===== src/rtl/irq_agg_pkg.sv =====
package irq_agg_pkg;

    localparam int NUM_CLASSES = 4;

    // Event kinds; the index is the order of the per-kind register blocks.
    typedef enum logic [1:0] {
        CLS_CHAIN   = 2'd0,
        CLS_NODE    = 2'd1,
        CLS_FAULT_A = 2'd2,
        CLS_FAULT_B = 2'd3
    } irq_class_e;

    // Register offsets and strides between kinds.
    localparam int OFS_SUMMARY     = 'h000;
    localparam int OFS_MASKED_BASE = 'h004;
    localparam int OFS_MASKED_STEP = 4;
    localparam int OFS_ENABLE_BASE = 'h018;
    localparam int OFS_ENABLE_STEP = 4;
    localparam int OFS_RAW_BASE    = 'h600;
    localparam int OFS_RAW_STEP    = 8;

    typedef enum logic [2:0] {
        REG_NONE,
        REG_SUMMARY,
        REG_MASKED,
        REG_ENABLE,
        REG_RAW
    } reg_kind_e;

    typedef struct packed {
        reg_kind_e  kind;
        logic [1:0] cls;
    } reg_sel_t;

    typedef enum logic [1:0] {
        BUS_IDLE = 2'd0,
        BUS_RESP = 2'd1
    } bus_state_e;

endpackage


===== src/rtl/irq_addr_decode.sv =====
module irq_addr_decode
    import irq_agg_pkg::*;
#(
    parameter int ADDR_W = 12
) (
    input  logic [ADDR_W-1:0] addr_i,
    output reg_sel_t          sel_o
);

    always_comb begin
        sel_o = '{kind: REG_NONE, cls: 2'd0};
        if (addr_i == ADDR_W'(OFS_SUMMARY)) begin
            sel_o.kind = REG_SUMMARY;
        end
        for (int k = 0; k < NUM_CLASSES; k++) begin
            if (addr_i == ADDR_W'(OFS_MASKED_BASE + k * OFS_MASKED_STEP)) begin
                sel_o.kind = REG_MASKED;
                sel_o.cls  = 2'(k);
            end
            if (addr_i == ADDR_W'(OFS_ENABLE_BASE + k * OFS_ENABLE_STEP)) begin
                sel_o.kind = REG_ENABLE;
                sel_o.cls  = 2'(k);
            end
            if (addr_i == ADDR_W'(OFS_RAW_BASE + k * OFS_RAW_STEP)) begin
                sel_o.kind = REG_RAW;
                sel_o.cls  = 2'(k);
            end
        end
    end

endmodule


===== src/rtl/irq_class_bank.sv =====
module irq_class_bank #(
    parameter int NUM_CH = 16
) (
    input  logic              clk,
    input  logic              rst_n,
    input  logic [NUM_CH-1:0] evt_i,
    input  logic              en_wr_i,
    input  logic              clr_wr_i,
    input  logic [NUM_CH-1:0] wdata_i,
    output logic [NUM_CH-1:0] raw_o,
    output logic [NUM_CH-1:0] enable_o,
    output logic [NUM_CH-1:0] masked_o
);

    logic [NUM_CH-1:0] raw_q;
    logic [NUM_CH-1:0] enable_q;
    logic [NUM_CH-1:0] clr_bits;

    assign clr_bits = clr_wr_i ? wdata_i : '0;

    // Sticky latch: set term applied after the clear, so a new event wins.
    always_ff @(posedge clk) begin
        if (!rst_n) begin
            raw_q <= '0;
        end else begin
            raw_q <= (raw_q & ~clr_bits) | evt_i;
        end
    end

    always_ff @(posedge clk) begin
        if (!rst_n) begin
            enable_q <= '0;
        end else if (en_wr_i) begin
            enable_q <= wdata_i;
        end
    end

    assign raw_o    = raw_q;
    assign enable_o = enable_q;
    assign masked_o = raw_q & enable_q;

endmodule


===== src/rtl/irq_bus_fsm.sv =====
module irq_bus_fsm
    import irq_agg_pkg::*;
#(
    parameter int ADDR_W = 12,
    parameter int DATA_W = 32,
    parameter int NUM_CH = 16
) (
    input  logic                                clk,
    input  logic                                rst_n,
    input  logic                                req_i,
    input  logic                                we_i,
    input  logic [ADDR_W-1:0]                   addr_i,
    input  logic [DATA_W-1:0]                   wdata_i,
    input  logic [NUM_CH-1:0]                   summary_i,
    input  logic [NUM_CLASSES-1:0][NUM_CH-1:0]  masked_i,
    input  logic [NUM_CLASSES-1:0][NUM_CH-1:0]  enable_i,
    input  logic [NUM_CLASSES-1:0][NUM_CH-1:0]  raw_i,
    output logic [NUM_CLASSES-1:0]              en_wr_o,
    output logic [NUM_CLASSES-1:0]              clr_wr_o,
    output logic [NUM_CH-1:0]                   wr_bits_o,
    output logic [DATA_W-1:0]                   rdata_o,
    output logic                                ack_o
);

    bus_state_e        state_q;
    bus_state_e        state_d;
    reg_sel_t          sel;
    logic              accept;
    logic [DATA_W-1:0] rd_mux;
    logic [DATA_W-1:0] rdata_q;

    irq_addr_decode #(.ADDR_W(ADDR_W)) dec_i (
        .addr_i (addr_i),
        .sel_o  (sel)
    );

    // Next-state logic.
    always_comb begin
        state_d = state_q;
        unique case (state_q)
            BUS_IDLE: if (req_i) state_d = BUS_RESP;
            BUS_RESP: state_d = BUS_IDLE;
            default:  state_d = BUS_IDLE;
        endcase
    end

    // State register.
    always_ff @(posedge clk) begin
        if (!rst_n) begin
            state_q <= BUS_IDLE;
        end else begin
            state_q <= state_d;
        end
    end

    // Outputs and strobes.
    always_comb begin
        accept   = 1'b0;
        ack_o    = 1'b0;
        en_wr_o  = '0;
        clr_wr_o = '0;
        unique case (state_q)
            BUS_IDLE: begin
                accept = req_i;
                for (int k = 0; k < NUM_CLASSES; k++) begin
                    en_wr_o[k]  = req_i && we_i && (sel.kind == REG_ENABLE) && (sel.cls == 2'(k));
                    clr_wr_o[k] = req_i && we_i && (sel.kind == REG_RAW)    && (sel.cls == 2'(k));
                end
            end
            BUS_RESP: ack_o = 1'b1;
            default:  ack_o = 1'b0;
        endcase
    end

    assign wr_bits_o = wdata_i[NUM_CH-1:0];

    generate
        if (DATA_W > NUM_CH) begin : g_spare_bits
            logic spare_unused;
            assign spare_unused = ^wdata_i[DATA_W-1:NUM_CH];
        end
    endgenerate

    // Read multiplexer.
    always_comb begin
        rd_mux = '0;
        unique case (sel.kind)
            REG_SUMMARY: rd_mux = DATA_W'(summary_i);
            REG_MASKED:  rd_mux = DATA_W'(masked_i[sel.cls]);
            REG_ENABLE:  rd_mux = DATA_W'(enable_i[sel.cls]);
            REG_RAW:     rd_mux = DATA_W'(raw_i[sel.cls]);
            default:     rd_mux = '0;
        endcase
    end

    always_ff @(posedge clk) begin
        if (!rst_n) begin
            rdata_q <= '0;
        end else if (accept && !we_i) begin
            rdata_q <= rd_mux;
        end else if (accept) begin
            rdata_q <= '0;
        end
    end

    assign rdata_o = rdata_q;

endmodule


===== src/rtl/irq_aggregator.sv =====
module irq_aggregator
    import irq_agg_pkg::*;
#(
    parameter int NUM_CH = 16,
    parameter int ADDR_W = 12,
    parameter int DATA_W = 32
) (
    input  logic              clk,
    input  logic              rst_n,
    input  logic [NUM_CH-1:0] chain_done_i,
    input  logic [NUM_CH-1:0] node_done_i,
    input  logic [NUM_CH-1:0] fault_a_i,
    input  logic [NUM_CH-1:0] fault_b_i,
    input  logic              bus_req_i,
    input  logic              bus_we_i,
    input  logic [ADDR_W-1:0] bus_addr_i,
    input  logic [DATA_W-1:0] bus_wdata_i,
    output logic [DATA_W-1:0] bus_rdata_o,
    output logic              bus_ack_o,
    output logic              irq_o
);

    logic [NUM_CLASSES-1:0][NUM_CH-1:0] evt_vec;
    logic [NUM_CLASSES-1:0][NUM_CH-1:0] raw_q;
    logic [NUM_CLASSES-1:0][NUM_CH-1:0] enable_q;
    logic [NUM_CLASSES-1:0][NUM_CH-1:0] masked_w;
    logic [NUM_CLASSES-1:0]             en_wr;
    logic [NUM_CLASSES-1:0]             clr_wr;
    logic [NUM_CH-1:0]                  wr_bits;
    logic [NUM_CH-1:0]                  summary;

    assign evt_vec[CLS_CHAIN]   = chain_done_i;
    assign evt_vec[CLS_NODE]    = node_done_i;
    assign evt_vec[CLS_FAULT_A] = fault_a_i;
    assign evt_vec[CLS_FAULT_B] = fault_b_i;

    generate
        for (genvar c = 0; c < NUM_CLASSES; c++) begin : g_bank
            irq_class_bank #(.NUM_CH(NUM_CH)) bank_i (
                .clk      (clk),
                .rst_n    (rst_n),
                .evt_i    (evt_vec[c]),
                .en_wr_i  (en_wr[c]),
                .clr_wr_i (clr_wr[c]),
                .wdata_i  (wr_bits),
                .raw_o    (raw_q[c]),
                .enable_o (enable_q[c]),
                .masked_o (masked_w[c])
            );
        end
    endgenerate

    always_comb begin
        summary = '0;
        for (int c = 0; c < NUM_CLASSES; c++) begin
            summary = summary | masked_w[c];
        end
    end

    assign irq_o = |summary;

    irq_bus_fsm #(
        .ADDR_W (ADDR_W),
        .DATA_W (DATA_W),
        .NUM_CH (NUM_CH)
    ) bus_i (
        .clk       (clk),
        .rst_n     (rst_n),
        .req_i     (bus_req_i),
        .we_i      (bus_we_i),
        .addr_i    (bus_addr_i),
        .wdata_i   (bus_wdata_i),
        .summary_i (summary),
        .masked_i  (masked_w),
        .enable_i  (enable_q),
        .raw_i     (raw_q),
        .en_wr_o   (en_wr),
        .clr_wr_o  (clr_wr),
        .wr_bits_o (wr_bits),
        .rdata_o   (bus_rdata_o),
        .ack_o     (bus_ack_o)
    );

endmodule


===== config.mk =====
export PLATFORM = sky130hd
export DESIGN_NAME = irq_aggregator
export DESIGN_NICKNAME = d
export VERILOG_FILES = /design/src/rtl/irq_agg_pkg.sv /design/src/rtl/irq_addr_decode.sv /design/src/rtl/irq_class_bank.sv /design/src/rtl/irq_bus_fsm.sv /design/src/rtl/irq_aggregator.sv
export SDC_FILE = /design/constraint.sdc
export NUM_CORES = 1
export LEC_CHECK = 0
export BUFFER_PORTS_ARGS = -buffer_cell sky130_fd_sc_hd__buf_2
export CAP_MARGIN = 20
export CORE_ASPECT_RATIO = 1.4
export CORE_MARGIN = 3
export CORE_UTILIZATION = 45
export CTS_CLUSTER_SIZE = 20
export DETAILED_ROUTE_END_ITERATION = 7
export PLACE_DENSITY = 0.78
export SYNTH_ARGS = -nofsm -noshare
export SYNTH_HDL_FRONTEND = slang
export SYNTH_SLANG_ARGS = --single-unit

===== constraint.sdc =====
create_clock -name clk -period 3.1 [get_ports clk]
set_clock_uncertainty 0.05 [all_clocks]
set_input_delay 0.31 -clock clk [delete_from_list [all_inputs] [get_ports clk]]
set_output_delay 0.31 -clock clk [all_outputs]
set_load 0.03 [all_outputs]

# Word level (Yosys, flattened, before mapping)
# Index checks and enable logic that the tools add are counted.
totals:
  ff_bits: 161
op_classes:
  n_eq_ne: 19
  n_bitwise: 19
  muxes: 30
  n_lt_le_gt_ge: 1
  reduce_logical: 19
ops:
  columns: ["cell", "count"]
  rows:
  - ["16-bit bitwise AND", 8]
  - ["16-bit 2-to-1 mux", 7]
  - ["16-bit OR", 7]
  - ["16-bit binary-select mux with 2-bit select", 3]
  - ["32-bit 2-to-1 mux", 2]
  - ["16-bit NOT", 4]
  - ["16-bit one-hot mux with 4 select lines", 1]
  - ["5-bit 2-to-1 mux", 12]
  - ["12-bit by 11-bit equality test with 1-bit output, second input constant", 4]
  - ["12-bit by 5-bit equality test with 1-bit output, second input constant", 3]
  - ["12-bit by 4-bit equality test with 1-bit output, second input constant", 2]
  - ["12-bit by 6-bit equality test with 1-bit output, second input constant", 2]
  - ["16-bit OR reduction", 1]
  - ["12-bit by 3-bit equality test with 1-bit output, second input constant", 1]
  - ["1-bit logical AND", 12]
  - ["12-bit logical NOT", 1]
  - ["4-bit 2-to-1 mux", 2]
  - ["3-bit by 2-bit equality test with 1-bit output, second input constant", 2]
  - ["2-bit equality test, second input constant", 2]
  - ["2-bit logical NOT", 2]
  - ["3-bit by 1-bit equality test with 1-bit output, second input constant", 1]
  - ["3-bit equality test, second input constant", 1]
  - ["2-bit by 3-bit less-than comparator with 1-bit output, second input constant", 1]
  - ["1-bit 2-to-1 mux", 3]
  - ["4 further kinds", 4]

# Depth between registers and ports, before layout
logic_depth:
  ltp_word: 22
  ltp_mapped: 11
  depth_no_buf: 6

# Hierarchy
# Synthesis repeated with hierarchy kept, for this count alone.
unflattened:
  hier_cells: 942
  hier_area_um2: 8366.8
modules_own_cells:
  columns: ["module", "area_per_inst_um2", "cells_per_inst", "instances"]
  rows:
  - ["irq_class_bank", 1296.2, 135, 4]
  - ["irq_bus_fsm", 2788.9, 353, 1]
  - ["irq_aggregator", 203.9, 21, 1]
  - ["irq_addr_decode", 188.9, 28, 1]

# Least setup slack after synthesis
# Ideal clock, no wire load.
synth_path:
  path_type: "input port to flip-flop"
  start: "input port bus_addr_i[7]"
  end: "register g_bank[3].bank_i.enable_q[5]"
  required_time_ps: 2918
  stages: 10
  path_slack_ps: 694
  arrival_ps: 2224
  cell_sequence: "or4_1 buf_2 or2_1 buf_2 a21oi_2 buf_4 nand2_1 buf_2 nand2_1 a21oi_1"
synth_between:
  elab_chain_len: 18
synth_rtl:
  columns: ["item", "line_no", "rtl"]
  rows:
  - ["start, declared", "irq_aggregator.sv:16", "input logic [ADDR_W-1:0] bus_addr_i,"]
  - ["12-bit logical NOT", "irq_addr_decode.sv:12", "if (addr_i == ADDR_W'(OFS_SUMMARY)) begin"]
  - ["1-bit 2-to-1 mux", "irq_addr_decode.sv:12", null]
  - ["5-bit 2-to-1 mux", "irq_addr_decode.sv:16", "if (addr_i == ADDR_W'(OFS_MASKED_BASE + k * OFS_MASKED_STEP)) begin"]
  - ["5-bit 2-to-1 mux", "irq_addr_decode.sv:20", "if (addr_i == ADDR_W'(OFS_ENABLE_BASE + k * OFS_ENABLE_STEP)) begin"]
  - ["5-bit 2-to-1 mux", "irq_addr_decode.sv:24", "if (addr_i == ADDR_W'(OFS_RAW_BASE + k * OFS_RAW_STEP)) begin"]
  - ["5-bit 2-to-1 mux", "irq_addr_decode.sv:16", null]
  - ["5-bit 2-to-1 mux", "irq_addr_decode.sv:20", null]
  - ["5-bit 2-to-1 mux", "irq_addr_decode.sv:24", null]
  - ["[... 2 more ...]", null, null]
  - ["5-bit 2-to-1 mux", "irq_addr_decode.sv:24", null]
  - ["5-bit 2-to-1 mux", "irq_addr_decode.sv:16", null]
  - ["5-bit 2-to-1 mux", "irq_addr_decode.sv:20", null]
  - ["5-bit 2-to-1 mux *", "irq_addr_decode.sv:24", null]
  - ["3-bit by 2-bit equality test with 1-bit output", "irq_bus_fsm.sv:66", "en_wr_o[k] = req_i && we_i && (sel.kind == REG_ENABLE) && (sel.cls == 2'(k));"]
  - ["1-bit logical AND", "irq_bus_fsm.sv:66", null]
  - ["1-bit logical AND *", "irq_bus_fsm.sv:66", null]
  - ["4-bit 2-to-1 mux *", "irq_bus_fsm.sv:62", "unique case (state_q)"]
  - ["end signal, assigned", "irq_class_bank.sv:34", "enable_q <= wdata_i;"]
  - ["end, declared", "irq_class_bank.sv:16", "logic [NUM_CH-1:0] enable_q;"]
# Mark *: on every way between the ends. The rest lies on a longest branch, timed or not.
# A chain may end at the register's enable or synchronous reset.

# Worst setup path after layout
layout_path:
  start: "register g_bank[2].bank_i.raw_q[0]"
  end: "output port irq_o"
layout_between:
  elab_chain_len: 4
layout_rtl:
  columns: ["item", "line_no", "rtl"]
  rows:
  - ["start, declared", "irq_class_bank.sv:15", "logic [NUM_CH-1:0] raw_q;"]
  - ["start signal, assigned", "irq_class_bank.sv:26", "raw_q <= (raw_q & ~clr_bits) | evt_i;"]
  - ["16-bit bitwise AND", "irq_class_bank.sv:40", "assign masked_o = raw_q & enable_q;"]
  - ["16-bit OR (2 in series)", "irq_aggregator.sv:56", "summary = summary | masked_w[c];"]
  - ["16-bit OR reduction", "irq_aggregator.sv:60", "assign irq_o = |summary;"]
  - ["end, declared", "irq_aggregator.sv:20", "output logic irq_o"]
# Every way passes these cells.

==> results.py <==
metrics = {
    "grt": {
        "antenna_found_initial": 0,
        "first_global_vias": 7977,
        "grt_pass1_wl_um": 42270,
        "grt_max_degree": 49,
        "grt-ovfl-total": 0,
        "grtUsageTotal_pct": 29.13,
    },
    "cts": {
        "post_cts_buffers": 0,
        "clock_latency_ns": 0.43,
        "cts.path.max_buffers": 2,
        "numCtsBuffers": 17,
        "htreeDepth": 4,
        "hold_buffers": 0,
        "cts.sinks": 145,
        "cts_tree": "built",
        "cts_root_buf": "clkbuf_16",
        "clk_pin_slew_worst_paths_ns": 0.06,
        "ctsResizeCount": 0,
    },
    "power_and_ir_drop": {
        "totalPowerFinal_w": 0.004494,
        "power.density_mw_per_mm2": 494.2,
        "leakagePower_nw": 3.211,
        "ir_worst_vdd_v": 0.0003467,
    },
    "timing": {
        "rsz0062_at_grt": "no",
        "max_freq_mhz": 412.0,
        "worst_pin_slew_ns": 0.7158,
        "setup_ws_ns": 0.6728,
        "finalCritPeriodShare_pct": 78.30,
        "setup_viol": 0,
        "fin_crit_ns": 2.427,
        "hold_viol": 0,
        "slew_viol_final": 0,
        "fin_tns_setup_ns": 0,
        "relSlewSlack_pct": 51.99,
    },
    "placement": {
        "post-place-ws_ns": 0.3905,
        "finalWeightedCongestion": 0.9840,
        "hpwl_um": 18270,
        "portBuffers": 113,
    },
    "yosys": {
        "async_reset_ff_share_pct": 0,
        "synth.most_common_cell": "nand2_1",
        "synthDistinctLibCells": 61,
        "ys_seq_area_share_pct": 38.23,
        "synth_flop_cell": "dfxtp_1",
        "yosys.area.top_type": "dfxtp_1",
        "netlist_instances": 1003,
        "yosys_warnings": 0,
        "synth_edf_count": 0,
        "syn_area_per_cell_um2": 7.571,
        "synth_area_leaders": "dfxtp_1, nand2_1, a21oi_1",
        "syn_area_mm2": 0.007594,
        "yosys_register_bits": 145,
        "synthTopCellsByCount": "nand2_1, dfxtp_1, a21oi_1, o21ai_0, nor2_1",
        "yosys.area.top_type_share_pct": 38.23,
    },
    "drt": {
        "wl_met1_um": 9822,
        "vias": 8376,
        "wl_per_cell_um": 20.45,
        "first_pass_iters": 6,
        "met3_length_um": 2941,
        "final_antenna_net_count": 0,
        "highest_layer": "met4",
        "drt-initial-drc-count": 924,
        "vias_per_cell": 6.298,
        "drc": 0,
        "routed_wl_um": 27190,
        "wl_met2_um": 12530,
    },
    "cells_and_area": {
        "fill_cells": 1511,
        "fin_util_pct": 55.52,
        "drive_gt1_share_pct": 19.01,
        "num_antenna_cells": 0,
        "fin_nets": 1230,
        "syn2layout_area_growth_pct": 19.74,
    },
    "critical_path": {
        "rr_endpoint": "g_bank[3].bank_i.enable_o[11]",
        "rr_startpoint": "bus_i.state_q[0]",
        "critPathMaxStageDelay_ns": 0.53,
        "crit_type": "flip-flop to primary output",
        "critPathTopFamily": "simple AND/OR/NAND/NOR gates",
        "cp.required_ns": 2.74,
        "critPathSlowestCell": "nor4_1",
        "critical_path.startpoint_type": "flip-flop",
        "cp_num_buf_inv": 1,
        "crit_fanout": 3,
        "arrival_ns": 2.07,
        "crit_chain": "nand2_1, nand4_1, nor4_1, nand4_1, buf_2",
        "end_kind": "primary output",
        "reg2reg_slack_ns": 1.01,
        "path_common_cell": "nand4_1",
        "r2r_cells": 6,
    },
    "run": {
        "max_cap_violations": 0,
    },
    "worst_hold_path": {
        "hold_depth": 3,
        "hp-class": "primary input to flip-flop",
        "hold_end": "g_bank[3].bank_i.raw_o[9]",
        "hp-start": "fault_b_i[9]",
    },
    "die": {
        "initial_utilization_pct": 46.36,
        "io_pins": 146,
        "core_mm2": 0.01638,
        "rows": 55,
        "dieWidth_um": 115.8,
        "die_area_mm2": 0.01849,
        "die_h_um": 159.7,
    },
    "run_status": {
        "status": "complete, no violations",
    },
}
## cells by family (layout without fill, tap and decap cells)
family | Yosys count | after routing | synth area share [%]
DFF | 145 | 145 | 38.23
other | 1 | 16 | 0.04938
buffers and inverters | 90 | 203 | 6.030
AOI/OAI and AO/OA | 347 | 347 | 30.38
and+or+nand+nor | 419 | 419 | 25.19
xor gates and xnor gates | 1 | 1 | 0.1154
## flip-flops by register name, indices dropped and copies added (netlist names)
register,flops
bus_i.state_q,1
g_bank.bank_i.raw_o,64
g_bank.bank_i.enable_o,64
bus_i.rdata_o,16
## worst reg2reg max path, cell delays in order, from the launching register on
cell,delay [ns]
dfxtp_1,0.31
nand3b_1,0.27
a2111oi_4,0.47
and2_1,0.47
buf_4,0.24
nand2_1,0.06
a21oi_1,0.15
## worst max path at each step
stage                                         endpoint  slack (ns)                      start  cells after the start
after floorplan           g_bank[3].bank_i.enable_o[5]        0.69              bus_addr_i[7]                     10
after global placement               bus_i.rdata_o[14]        0.43              bus_addr_i[7]                      9
after detailed placement             bus_i.rdata_o[14]        0.39              bus_addr_i[7]                      9
after CTS                                        irq_o        0.75  g_bank[2].bank_i.raw_o[0]                      5
after global routing                             irq_o        0.67  g_bank[2].bank_i.raw_o[0]                      5
final                                            irq_o        0.67  g_bank[2].bank_i.raw_o[0]                      5
## layer usage
metal / GRT usage, % / up-vias
li1: - / 3787
met4: 17.20 / 0
met3: 6.710 / 164
met1: 35.67 / 3852
met5: 0 / -
met2: 46.07 / 573
## cell type report
cell class	count	area [µm²]	area share [%]
Clock buffer	20	456.7	5.023
Clock inverter	12	181.4	1.995
Inverter	5	18.77	0.2064
Multi-Input combinational cell	783	4295	47.24
Sequential cell	145	2903	31.93
Tap cell	199	249.0	2.738
Timing Repair Buffer	166	988.4	10.87
## through the flow
stage	hold slack, ns	cells	cell area (µm²)
floorplan	0.3774	1018	7650
global placement	0.3995	1298	8454
detailed placement	0.4021	1298	8454
CTS	0.02794	1330	9092
global route	0.03488	1330	9092
finish	0.03254	1330	9092
## cell usage in the layout, fill, tap and decap left out, types with 32 or more instances in the layout
cell,instances
nand2_1,258
a21boi_0,32
a21oi_1,103
o21a_1,34
a31oi_1,32
buf_2,113
dfxtp_1,145
buf_4,51
o21ai_0,62
nor2_1,39
## power by group
group	total (W)	switching (W)	internal, W
Sequential	0.00198	0.0000574	0.00192
Combinational	0.000298	0.000186	0.000112
Clock	0.00221	0.000822	0.00139
Total	0.00449	0.00106	0.00343
(Power assumes the default switching activity.)
